<file path="config.mk">
export PLATFORM = sky130hd
export DESIGN_NAME = spi_sck_divider
export DESIGN_NICKNAME = d
export VERILOG_FILES = /design/src/rtl/spi_sck_div_pkg.sv /design/src/rtl/sckdiv_cfg_hold.sv /design/src/rtl/sckdiv_counter.sv /design/src/rtl/sckdiv_edge_gen.sv /design/src/rtl/spi_sck_divider.sv
export SDC_FILE = /design/constraint.sdc
export NUM_CORES = 1
export LEC_CHECK = 0
export BUFFER_PORTS_ARGS = -buffer_cell sky130_fd_sc_hd__buf_2
export CAP_MARGIN = 20
export CORE_MARGIN = 8
export CORE_UTILIZATION = 30
export CTS_BUF_LIST = sky130_fd_sc_hd__clkbuf_8
export CTS_CLUSTER_DIAMETER = 80
export DETAILED_ROUTE_END_ITERATION = 12
export SLEW_MARGIN = 10
export SYNTH_ARGS = -nofsm -noshare
export SYNTH_HDL_FRONTEND = slang
export SYNTH_SLANG_ARGS = --single-unit
export TNS_END_PERCENT = 50
</file>
<file path="constraint.sdc">
create_clock -name clk_mod -period 7.1 [get_ports clk_mod]
set_input_delay 1.065 -clock clk_mod [delete_from_list [all_inputs] [get_ports clk_mod]]
set_output_delay 1.065 -clock clk_mod [all_outputs]
set_load 0.05 [all_outputs]
</file>
<file path="src/rtl/spi_sck_div_pkg.sv">
package spi_sck_div_pkg;
  localparam int unsigned DEF_LIN_W = 8;
  localparam int unsigned DEF_EXP_W = 4;

  typedef enum logic {
    MODE_POW2 = 1'b0,
    MODE_LIN  = 1'b1
  } div_mode_e;
endpackage

</file>
<file path="src/rtl/sckdiv_cfg_hold.sv">
module sckdiv_cfg_hold
  import spi_sck_div_pkg::*;
#(
  parameter int unsigned LIN_W  = DEF_LIN_W,
  parameter int unsigned EXP_W  = DEF_EXP_W,
  parameter int unsigned HALF_W = 15
) (
  input  logic                   clk,
  input  logic                   rst_n,
  input  logic                   eng_busy,
  input  logic [LIN_W+EXP_W:0]   cfg_word,
  output logic [HALF_W-1:0]      half_q
);
  localparam int unsigned SEL_BIT = LIN_W + EXP_W;

  div_mode_e         mode;
  logic [LIN_W-1:0]  lin_n;
  logic [EXP_W-1:0]  exp_e;
  logic [HALF_W-1:0] lin_half;
  logic [HALF_W-1:0] pow_half;
  logic [HALF_W-1:0] half_d;

  always_comb begin
    mode     = div_mode_e'(cfg_word[SEL_BIT]);
    lin_n    = cfg_word[LIN_W-1:0];
    exp_e    = cfg_word[SEL_BIT-1:LIN_W];
    lin_half = HALF_W'(lin_n) + HALF_W'(1);
    if (exp_e == '0) pow_half = HALF_W'(1);
    else             pow_half = HALF_W'(1) << (exp_e - EXP_W'(1));
    half_d   = (mode == MODE_LIN) ? lin_half : pow_half;
  end

  always_ff @(posedge clk or negedge rst_n) begin
    if (!rst_n)         half_q <= HALF_W'(1);
    else if (!eng_busy) half_q <= half_d;
  end

  // setting frozen across any edge where the engine is busy
  a_r7_hold_busy: assert property (@(posedge clk) disable iff (!rst_n)
    eng_busy |=> $stable(half_q));
  // the half period is never zero
  a_r8_half_nonzero: assert property (@(posedge clk) disable iff (!rst_n)
    half_q != '0);
endmodule

</file>
<file path="src/rtl/sckdiv_counter.sv">
module sckdiv_counter #(
  parameter int unsigned HALF_W = 15
) (
  input  logic              clk,
  input  logic              rst_n,
  input  logic              bus_en,
  input  logic [HALF_W-1:0] half_q,
  output logic              tick
);
  logic [HALF_W-1:0] cnt;

  assign tick = bus_en && (cnt >= (half_q - HALF_W'(1)));

  always_ff @(posedge clk or negedge rst_n) begin
    if (!rst_n)      cnt <= '0;
    else if (!bus_en) cnt <= '0;
    else if (tick)   cnt <= '0;
    else             cnt <= cnt + HALF_W'(1);
  end

  // count is cleared after a disabled cycle
  a_r6_count_clear: assert property (@(posedge clk) disable iff (!rst_n)
    !bus_en |=> (cnt == '0));
  // after a tick the count starts over
  a_r1_restart: assert property (@(posedge clk) disable iff (!rst_n)
    tick |=> (cnt == '0));
endmodule

</file>
<file path="src/rtl/sckdiv_edge_gen.sv">
module sckdiv_edge_gen (
  input  logic clk,
  input  logic rst_n,
  input  logic bus_en,
  input  logic tick,
  output logic level,
  output logic lead,
  output logic trail
);
  always_ff @(posedge clk or negedge rst_n) begin
    if (!rst_n)      level <= 1'b0;
    else if (!bus_en) level <= 1'b0;
    else if (tick)   level <= ~level;
  end

  assign lead  = tick & ~level;
  assign trail = tick &  level;

  // level flips after every tick
  a_r5_level_flip: assert property (@(posedge clk) disable iff (!rst_n)
    (bus_en && tick) |=> (level != $past(level)));
  // a leading strobe leaves the level high, a trailing one low
  a_r4_lead_high: assert property (@(posedge clk) disable iff (!rst_n)
    (lead && bus_en) |=> level);
  a_r4_trail_low: assert property (@(posedge clk) disable iff (!rst_n)
    trail |=> !level);
endmodule

</file>
<file path="src/rtl/spi_sck_divider.sv">
module spi_sck_divider
  import spi_sck_div_pkg::*;
#(
  parameter int unsigned LIN_W = DEF_LIN_W,
  parameter int unsigned EXP_W = DEF_EXP_W
) (
  input  logic                 clk_mod,
  input  logic                 rst_n,
  input  logic                 bus_en,
  input  logic                 eng_busy,
  input  logic [LIN_W+EXP_W:0] cfg_word,
  output logic                 sck_en,
  output logic                 sck_level,
  output logic                 sck_lead,
  output logic                 sck_trail
);
  localparam int unsigned EXP_MAX = (1 << EXP_W) - 1;
  localparam int unsigned HALF_W  = (LIN_W + 1 > EXP_MAX) ? LIN_W + 1 : EXP_MAX;

  logic [HALF_W-1:0] half_q;
  logic              tick;

  sckdiv_cfg_hold #(.LIN_W(LIN_W), .EXP_W(EXP_W), .HALF_W(HALF_W)) u_cfg (
    .clk      (clk_mod),
    .rst_n    (rst_n),
    .eng_busy (eng_busy),
    .cfg_word (cfg_word),
    .half_q   (half_q)
  );

  sckdiv_counter #(.HALF_W(HALF_W)) u_cnt (
    .clk    (clk_mod),
    .rst_n  (rst_n),
    .bus_en (bus_en),
    .half_q (half_q),
    .tick   (tick)
  );

  sckdiv_edge_gen u_edge (
    .clk    (clk_mod),
    .rst_n  (rst_n),
    .bus_en (bus_en),
    .tick   (tick),
    .level  (sck_level),
    .lead   (sck_lead),
    .trail  (sck_trail)
  );

  assign sck_en = tick;

  // disabled bus is silent
  a_r6_quiet: assert property (@(posedge clk_mod) disable iff (!rst_n)
    !bus_en |-> (!sck_en && !sck_lead && !sck_trail));
  // strobes only with the enable, never both
  a_r4_strobe_gate: assert property (@(posedge clk_mod) disable iff (!rst_n)
    (sck_lead || sck_trail) |-> (sck_en && !(sck_lead && sck_trail)));
endmodule

</file>
## After elaboration in Yosys (flattened, before gate mapping)

Cells that the tools add are included.

| storage, ports and cells | value |
|---|---|
| register bits | 31 |
| input port bits | 17 |
| output and inout bits | 4 |
| logic and storage cells | 21 |

| operators by class | value |
|---|---|
| $add $sub $neg | 4 |
| order comparisons | 1 |
| equal/unequal tests | 1 |
| shift-type cells | 1 |
| multiplexer cells | 6 |
| bitwise logic cells | 3 |
| reductions and logical operators | 2 |

Operators by type and width:

| cell | number |
|---|---|
| $mux W15 | 4 |
| $add A15 B1 Y15 const B | 1 |
| $ge A15 B15 Y1 | 1 |
| $shl A1 B4 Y15 const A | 1 |
| $sub A15 B1 Y15 const B | 1 |
| $add A8 B1 Y9 const B | 1 |
| $logic_not A4 Y1 | 1 |
| $sub A4 B1 Y4 const B | 1 |
| $and A1 B1 Y1 | 2 |
| $mux W1 | 2 |
| $ne A2 B1 Y1 const B | 1 |
| $logic_and A1 B1 Y1 | 1 |
| $not A1 Y1 | 1 |

## Depth between registers and ports, before layout

Gate-level depths: netlist of run 1.

| depth | value |
|---|---|
| depth in word-level cells | 5 |
| gate-level depth with buffers | 13 |
| mapped depth without buffers | 12 |

## Hierarchy

A second synthesis of run 1 with hierarchy kept.

| unflattened totals | value |
|---|---|
| cells, all modules | 240 |
| area, all modules | 2338.5 um2 |

By module, submodules not included:

| module | instances | cells each | area an instance (um2) | sequential area each (um2) |
|---|---|---|---|---|
| sckdiv_counter | 1 | 146 | 1411.4 | 375.4 |
| sckdiv_cfg_hold | 1 | 89 | 867.1 | 376.6 |
| sckdiv_edge_gen | 1 | 5 | 60.1 | 25.0 |

## Worst setup path after synthesis of run 1

Ideal clock, no wire load.

| timing path | value |
|---|---|
| kind | flip-flop to output port |
| start point | register u_cfg.half_q[5] |
| end point | output port sck_lead |
| data arrival time | 3205 ps |
| required time | 6035 ps |
| path slack | 2830 ps |
| stages on the path, launching flop included | 10 |
| buffers on the path | 0 |
| cells stage by stage | dfrtp_1 > or4_4 > nor3_1 > nand2_1 > xor2_1 > ha_1 > nand4_1 > nor4_1 > a2111oi_2 > a21oi_1 |

| on the way | value |
|---|---|
| cells in the longest elaborated chain, start to end | 4 |

Ends and longest elaborated chain:

| what | RTL line | RTL |
|---|---|---|
| from (decl) | sckdiv_cfg_hold.sv:12 | `output logic [HALF_W-1:0] half_q` |
| from (signal assigned) | sckdiv_cfg_hold.sv:35 | `else if (!eng_busy) half_q <= half_d;` |
| $sub A15 B1 Y15 | sckdiv_counter.sv:12 | `assign tick = bus_en && (cnt >= (half_q - HALF_W'(1)));` |
| $ge A15 B15 Y1 | sckdiv_counter.sv:12 |  |
| $logic_and A1 B1 Y1 | sckdiv_counter.sv:12 |  |
| $and A1 B1 Y1 | sckdiv_edge_gen.sv:16 | `assign lead = tick & ~level;` |
| to (decl) | spi_sck_divider.sv:14 | `output logic sck_lead,` |

Every way passes these cells.

## Worst setup path in the final report of run 1

| timing path | value |
|---|---|
| start point | register u_cfg.half_q[5] |
| end point | output port sck_trail |

| on the way | value |
|---|---|
| cells in the longest elaborated chain, start to end | 4 |

Ends and longest elaborated chain:

| what | RTL line | RTL |
|---|---|---|
| $sub A15 B1 Y15 | sckdiv_counter.sv:12 |  |
| $ge A15 B15 Y1 | sckdiv_counter.sv:12 |  |
| $logic_and A1 B1 Y1 | sckdiv_counter.sv:12 |  |
| $and A1 B1 Y1 | sckdiv_edge_gen.sv:17 | `assign trail = tick & level;` |
| to (decl) | spi_sck_divider.sv:15 | `output logic sck_trail` |

Every way passes these cells.

==> results of run 1 <==
-- logic make-up (layout without fill, tap and decap cells) --
group / count (synthesis) / after routing / share of synthesized area
AND/OR/NAND/NOR: 102 / 102 / 0.2568
XOR/XNOR: 31 / 31 / 0.1284
adder cells (fa/ha/maj): 18 / 18 / 0.1065
multiplexers: 1 / 1 / 0.005325
buffers and inverters: 15 / 33 / 0.02722
AO/OA/AOI/OAI: 37 / 37 / 0.1083
flip-flops: 31 / 31 / 0.3675
-- worst max path at each step --
stage | end | cells after the start | from | slack, ps
final | sck_trail | 11 | u_cfg.half_q[5]$_DFFE_PN0N_ | 2570
after global routing | sck_trail | 11 | u_cfg.half_q[5]$_DFFE_PN0N_ | 2300
after CTS | sck_trail | 11 | u_cfg.half_q[5]$_DFFE_PN0N_ | 2540
after detailed placement | sck_trail | 11 | u_cfg.half_q[5]$_DFFE_PN0N_ | 2850
after global placement | sck_trail | 11 | u_cfg.half_q[5]$_DFFE_PN0N_ | 2940
after floorplan | sck_lead | 9 | u_cfg.half_q[5]$_DFFE_PN0N_ | 2830
-- where the power goes --
part / switching (W) / internal (W) / leakage, nW
clock network: 0.0000553 / 0.0000636 / 0.0413
registers: 0.0000105 / 0.000186 / 0.418
logic: 0.0000581 / 0.0000377 / 0.583
-- flip-flops by register name (all words and copies together) (netlist names) --
signal and cells:
u_edge.level 1, u_cnt.cnt 15, u_cfg.half_q 15
-- cell usage in the layout (no fill, tap or decap), types with 2 or more instances in the layout --
| master | count |
|---|---|
| dfrtp_1 | 30 |
| nand2_1 | 26 |
| nor2_1 | 21 |
| buf_2 | 20 |
| ha_1 | 18 |
| xor2_1 | 17 |
| a21oi_1 | 15 |
| xnor2_1 | 14 |
| o21ai_0 | 11 |
| nor3_1 | 9 |
| nand3_1 | 9 |
| inv_1 | 8 |
| nand4_1 | 8 |
| nor4_1 | 7 |
| clkbuf_8 | 5 |
| and2_1 | 4 |
| a32o_1 | 4 |
| and4_1 | 3 |
| and3_1 | 3 |
| a211oi_1 | 2 |
| nand2b_1 | 2 |
| o31ai_1 | 2 |
-- worst max-delay path, cell delays in order (launching register included) --
cell       delay [ps]
dfrtp_1           430
or4_4             560
nor3_1            360
nand2_1           110
xor2_1            160
ha_1              300
nand4_1           150
nor4_1             90
a2111oi_2         470
nand2_1           150
and3_1            210
buf_2             200
-- layer usage --
metal / part of all wire / routed length, um / GRT usage / vias to the layer above
met5: 0 / 0 / 0 / -
li1: - / - / - / 875
met3: 0.043 / 180 / 0.02630 / 5
met2: 0.42 / 1764 / 0.1416 / 27
met1: 0.53 / 2239 / 0.1213 / 761
met4: 0.0090 / 38 / 0.02794 / 0
-- metrics by stage --
step | cell area, um2 | hold WS, ps | power [W]
6_report | 2376 | 483.4 | 0.0004115
5_1_grt | 2376 | 522.5 | 0.0004428
4_1_cts | 2376 | 491.9 | 0.0004206
3_5_place_dp | 2303 | 483.0 | 0.0002973
3_3_place_gp | 2303 | 478.6 | 0.0002951
2_1_floorplan | 2115 | 447.4 | 0.0002693
-- layout make-up --
class | instances | area, um2
clock buffers | 5 | 68.82
clock inverters | 1 | 3.754
fillers | 703 | 4418
inverters | 7 | 26.28
multi-input cells | 189 | 1280
flip-flops and latches | 31 | 777.0
well taps | 96 | 120.1
repair buffers | 20 | 100.1
==> reports/metrics.cfg, run 1 <==
[outcome]
outcome=completed

[grt]
grt_pass1_wl_mm=7.645
grt_pass1_vias=1760
antenna_found_initial=0
track_usage=0.09213
grt_remaining_overflow=0
grt_max_degree=32

[placement]
routabilityCongestion=0.8295
placedCellCount=343
place.port_buffers=20
place_ws_ps=2849
hpwl_mm=3.367

[sta]
report.final.slew_viol_count=0
finalHoldViolations=0
final.min_clock_period_ps=4529
max_freq_mhz=220.8
tns_ps=0
worst_pin_slew_ps=692.9
skew_ps=4.240
fin_crit_sh=0.6379
setup_viol=0
finalWorstSetupSlack_ps=2571
slew_headroom=0.5381
rsz0062_at_grt=no

[power_and_ir_drop]
leakagePower_nw=1.042
powerDensity_nw_per_um2=173.2
ir_drop_mv=0.06483

[clock_tree]
clockBufferDepth=2
cts_resized=0
hold_buffers=0
cts_root_buffer=clkbuf_8
path_clk_slew_ps=60
clkSinkCount=31
tritoncts=built
worstSkewPairLatency_ps=270
cts_max_level=2
cts_made_buffers=5
cts_setup_buffers=0

[floorplanning]
core_um2=6794
rows=30
die-area_um2=9991
num_io_pins=21
fp.dieW_um=99.96
die_y_um=99.96
initial_utilization=0.3112

[worst_hold_path]
worstHoldPathCells=1
hp-class=flop to flop
holdPathEnd=u_cnt.cnt[0]$_DFF_PN0_
min_from=u_cnt.cnt[0]$_DFF_PN0_

[route]
drc=0
drt_iter0_drc=33
avgViaCountPerCell=4.779
postRouteAntennaNets=0
vias=1668
wire_per_inst_um=12.10
wl_mm=4.223
firstDrtPassIters=4

[flow_run]
cap_viol_max_count=0

[synth]
synth_top_flop_cell=dfrtp_1
synthArstFlopShare=1.000
synth_cell_types=37
netlist_top_cells_count=dfrtp_1, nand2_1, nor2_1
synth-edff-count=0
yosysMostFrequentCell=dfrtp_1
netlist_area_um2=2115
ys_seq_area_frac=0.3675
synth_fp_nets=270
synth_area_leader_cell=dfrtp_1
avgSynthCellArea_um2=8.998
synthTopCellsByArea=dfrtp_1, ha_1, xor2_1, xnor2_1, nand2_1
synthDominantCellAreaShare=0.3550
syn-instance-count=235
synth-seq-cells=31
ys_warn_count=0

[critical_path]
cp.required_ps=6030
timing.rr.start=u_cfg.half_q[5]$_DFFE_PN0N_
critPathLaunchType=flop
r2r.worst_path.cells=10
setup.worst_path.end_class=output pin
crit_type=flop to output pin
r2r_end=u_cnt.cnt[13]$_DFF_PN0_
crit_fanout=6
r2r_slack_ps=3650
crit_arrival_ps=3460

[cells_and_area]
drive_gt1_frac=0.1344
fin_util=0.3497
n_antenna_cell=0
syn_to_final_growth_pct=12.37
final_cells=349
fin_nets=289

Power figures use the tool's default switching activity.
==> run 2: changes to the inputs <==
==> constraint.sdc (replaced) <==
create_clock -name clk_mod -period 4.4 [get_ports clk_mod]
set_input_delay 0.66 -clock clk_mod [delete_from_list [all_inputs] [get_ports clk_mod]]
set_output_delay 0.66 -clock clk_mod [all_outputs]
set_load 0.05 [all_outputs]
==> run 2 against run 1 <==
  * Flip-flop and latch count stayed put
  * First-iteration DRC count increased by 120%
  * Worst setup slack worse by 2300 ps
  * Largest power group unchanged
  * Sequential share of layout area fell by 0.37 points
  * Critical endpoint unchanged
  * Clock skew is 1.1 ps lower
  * Largest cell class unchanged
  * Global-route usage increased by 0.47 points
  * Combinational power up 61%
  * Critical path type unchanged
  * Via count increased by 0.60%
  * Final area rose by 1.2%
  * Utilization grew 0.41 points
==> reports/metrics.cfg, run 2 (synthesis results as in run 1) <==
[outcome]
outcome=completed

[critical_path]
critPathTopFamily=simple AND/OR/NAND/NOR gates
path_buf_inv=1
crit_arrival_ps=3460
crit_fanout=6
path_common_cell=nand2_1
slowest_stage=or4_4
setup.worst_path.end_class=output pin
crit_chain=or4_4 > nor3_1 > nand2_1 > xor2_1 > ha_1 > a211oi_1 > nor2_1 > a2111oi_2 > nand2_1 > and3_1 > buf_2
crit_type=flop to output pin
max_stage_delay_ps=560
cp.required_ps=3740
r2r_slack_ps=970
critPathLaunchType=flop

[sta]
setup_viol=0
rsz0062_at_grt=no
skew_ps=3.101
finalHoldViolations=0
report.final.slew_viol_count=0
final.min_clock_period_ps=4124
slew_headroom=0.5350
max_freq_mhz=242.5
tns_ps=0
fin_crit_sh=0.9372
worst_pin_slew_ps=697.5

[power_and_ir_drop]
power_frac_clock=0.340
ir_drop_mv=0.08491
powerDensity_nw_per_um2=297.1
power.share.combinational=0.216
leakagePower_nw=1.057
sw_frac_of_total=0.2978
seqPwrFrac=0.444
p_int_w=0.0005014
p_sw_w=0.0002127

[route]
firstDrtPassIters=4
avgViaCountPerCell=4.781
postRouteAntennaNets=0
drc=0
wl_mm=4.272
vias=1678
wire_per_inst_um=12.17
drt_iter0_drc=74

[cells_and_area]
n_antenna_cell=0
drive_gt1_frac=0.1412
multi_input_area_um2=1280
final-seq-area_um2=777.0
reg_top3=u_cfg.half_q x15, u_cnt.cnt x15, u_edge.level x1
final_common_cell=dfrtp_1
fillCellCount=700
fin_nets=289
final_cell_mix=dfrtp_1, nand2_1, nor2_1
syn_to_final_growth_pct=13.67
final_cells=351

[flow_run]
cap_viol_max_count=0

[grt]
grt_max_degree=32
track_usage=0.09687
grt_remaining_overflow=0
antenna_found_initial=0
grt_pass1_vias=1773
grt_pass1_wl_mm=7.879

[placement]
place.port_buffers=20
routabilityCongestion=0.8299
hpwl_mm=3.308
placedCellCount=343

[floorplanning]
initial_utilization=0.3112
die_y_um=99.96
fp.dieW_um=99.96
rows=30
die-area_um2=9991
num_io_pins=21
core_um2=6794

[clock_tree]
worstSkewPairLatency_ps=280
cts_root_buffer=clkbuf_8
clockBufferDepth=2
tritoncts=built
cts_made_buffers=5
path_clk_slew_ps=60
cts_resized=0
hold_buffers=0
cts_max_level=2
clkSinkCount=31
cts_setup_buffers=0

[worst_hold_path]
hp-class=input port to async pin

[run 2: cell type report]
type / count / share of cell area
flip-flops and latches: 31 / 0.3233
multi-input cells: 189 / 0.5325
inverters: 7 / 0.01093
clock buffers: 7 / 0.04008
clock inverters: 1 / 0.001562
repair buffers: 20 / 0.04164
well taps: 96 / 0.04997
[run 2: final timing paths]
| path | start | to | cells past startpoint |
|---|---|---|---|
| max in group asynchronous | rst_n | u_cfg.half_q[6]$_DFFE_PN0N_ | 1 |
| setup / recovery | u_cfg.half_q[5]$_DFFE_PN0N_ | sck_trail | 11 |
| min in group clk_mod | u_cnt.cnt[0]$_DFF_PN0_ | u_cnt.cnt[0]$_DFF_PN0_ | 1 |
| hold reg to reg | u_cnt.cnt[0]$_DFF_PN0_ | u_cnt.cnt[0]$_DFF_PN0_ | 1 |
| hold / removal | rst_n | u_cnt.cnt[6]$_DFF_PN0_ | 1 |
| setup reg to reg | u_cfg.half_q[5]$_DFFE_PN0N_ | u_cnt.cnt[14]$_DFF_PN0_ | 10 |
[run 2: power by group through the flow]
stage	clock network, W	registers, W	logic (W)
floorplan	0	0.000323	0.000112
global placement	0	0.000322	0.000154
detailed placement	0	0.000322	0.000156
CTS	0.000253	0.000317	0.000157
global route	0.000267	0.000320	0.000178
finish	0.000243	0.000317	0.000154
[run 2: routing by layer]
layer,vias to the layer above,part of all wire,global-route usage
met2,29,0.41,0.1442
li1,875,-,-
met5,-,0,0
met1,764,0.52,0.1239
met4,0,0.019,0.04424
met3,10,0.050,0.03114
[run 2: through the flow]
| step | power [W] | hold slack, ps | worst slack [ps] | util | instance area (um2) |
|---|---|---|---|---|---|
| finish | 0.0007141 | 416.9 | 276.4 | 0.3538 | 2404 |
| global route | 0.0007647 | 490.4 | 12.50 | 0.3538 | 2404 |
| global placement | 0.0004762 | 478.4 | 641.7 | 0.3390 | 2303 |
| CTS | 0.0007272 | 443.8 | 197.5 | 0.3538 | 2404 |
| floorplan | 0.0004345 | 364.4 | 535.2 | - | 2115 |
| detailed placement | 0.0004784 | 485.5 | 515.1 | 0.3390 | 2303 |
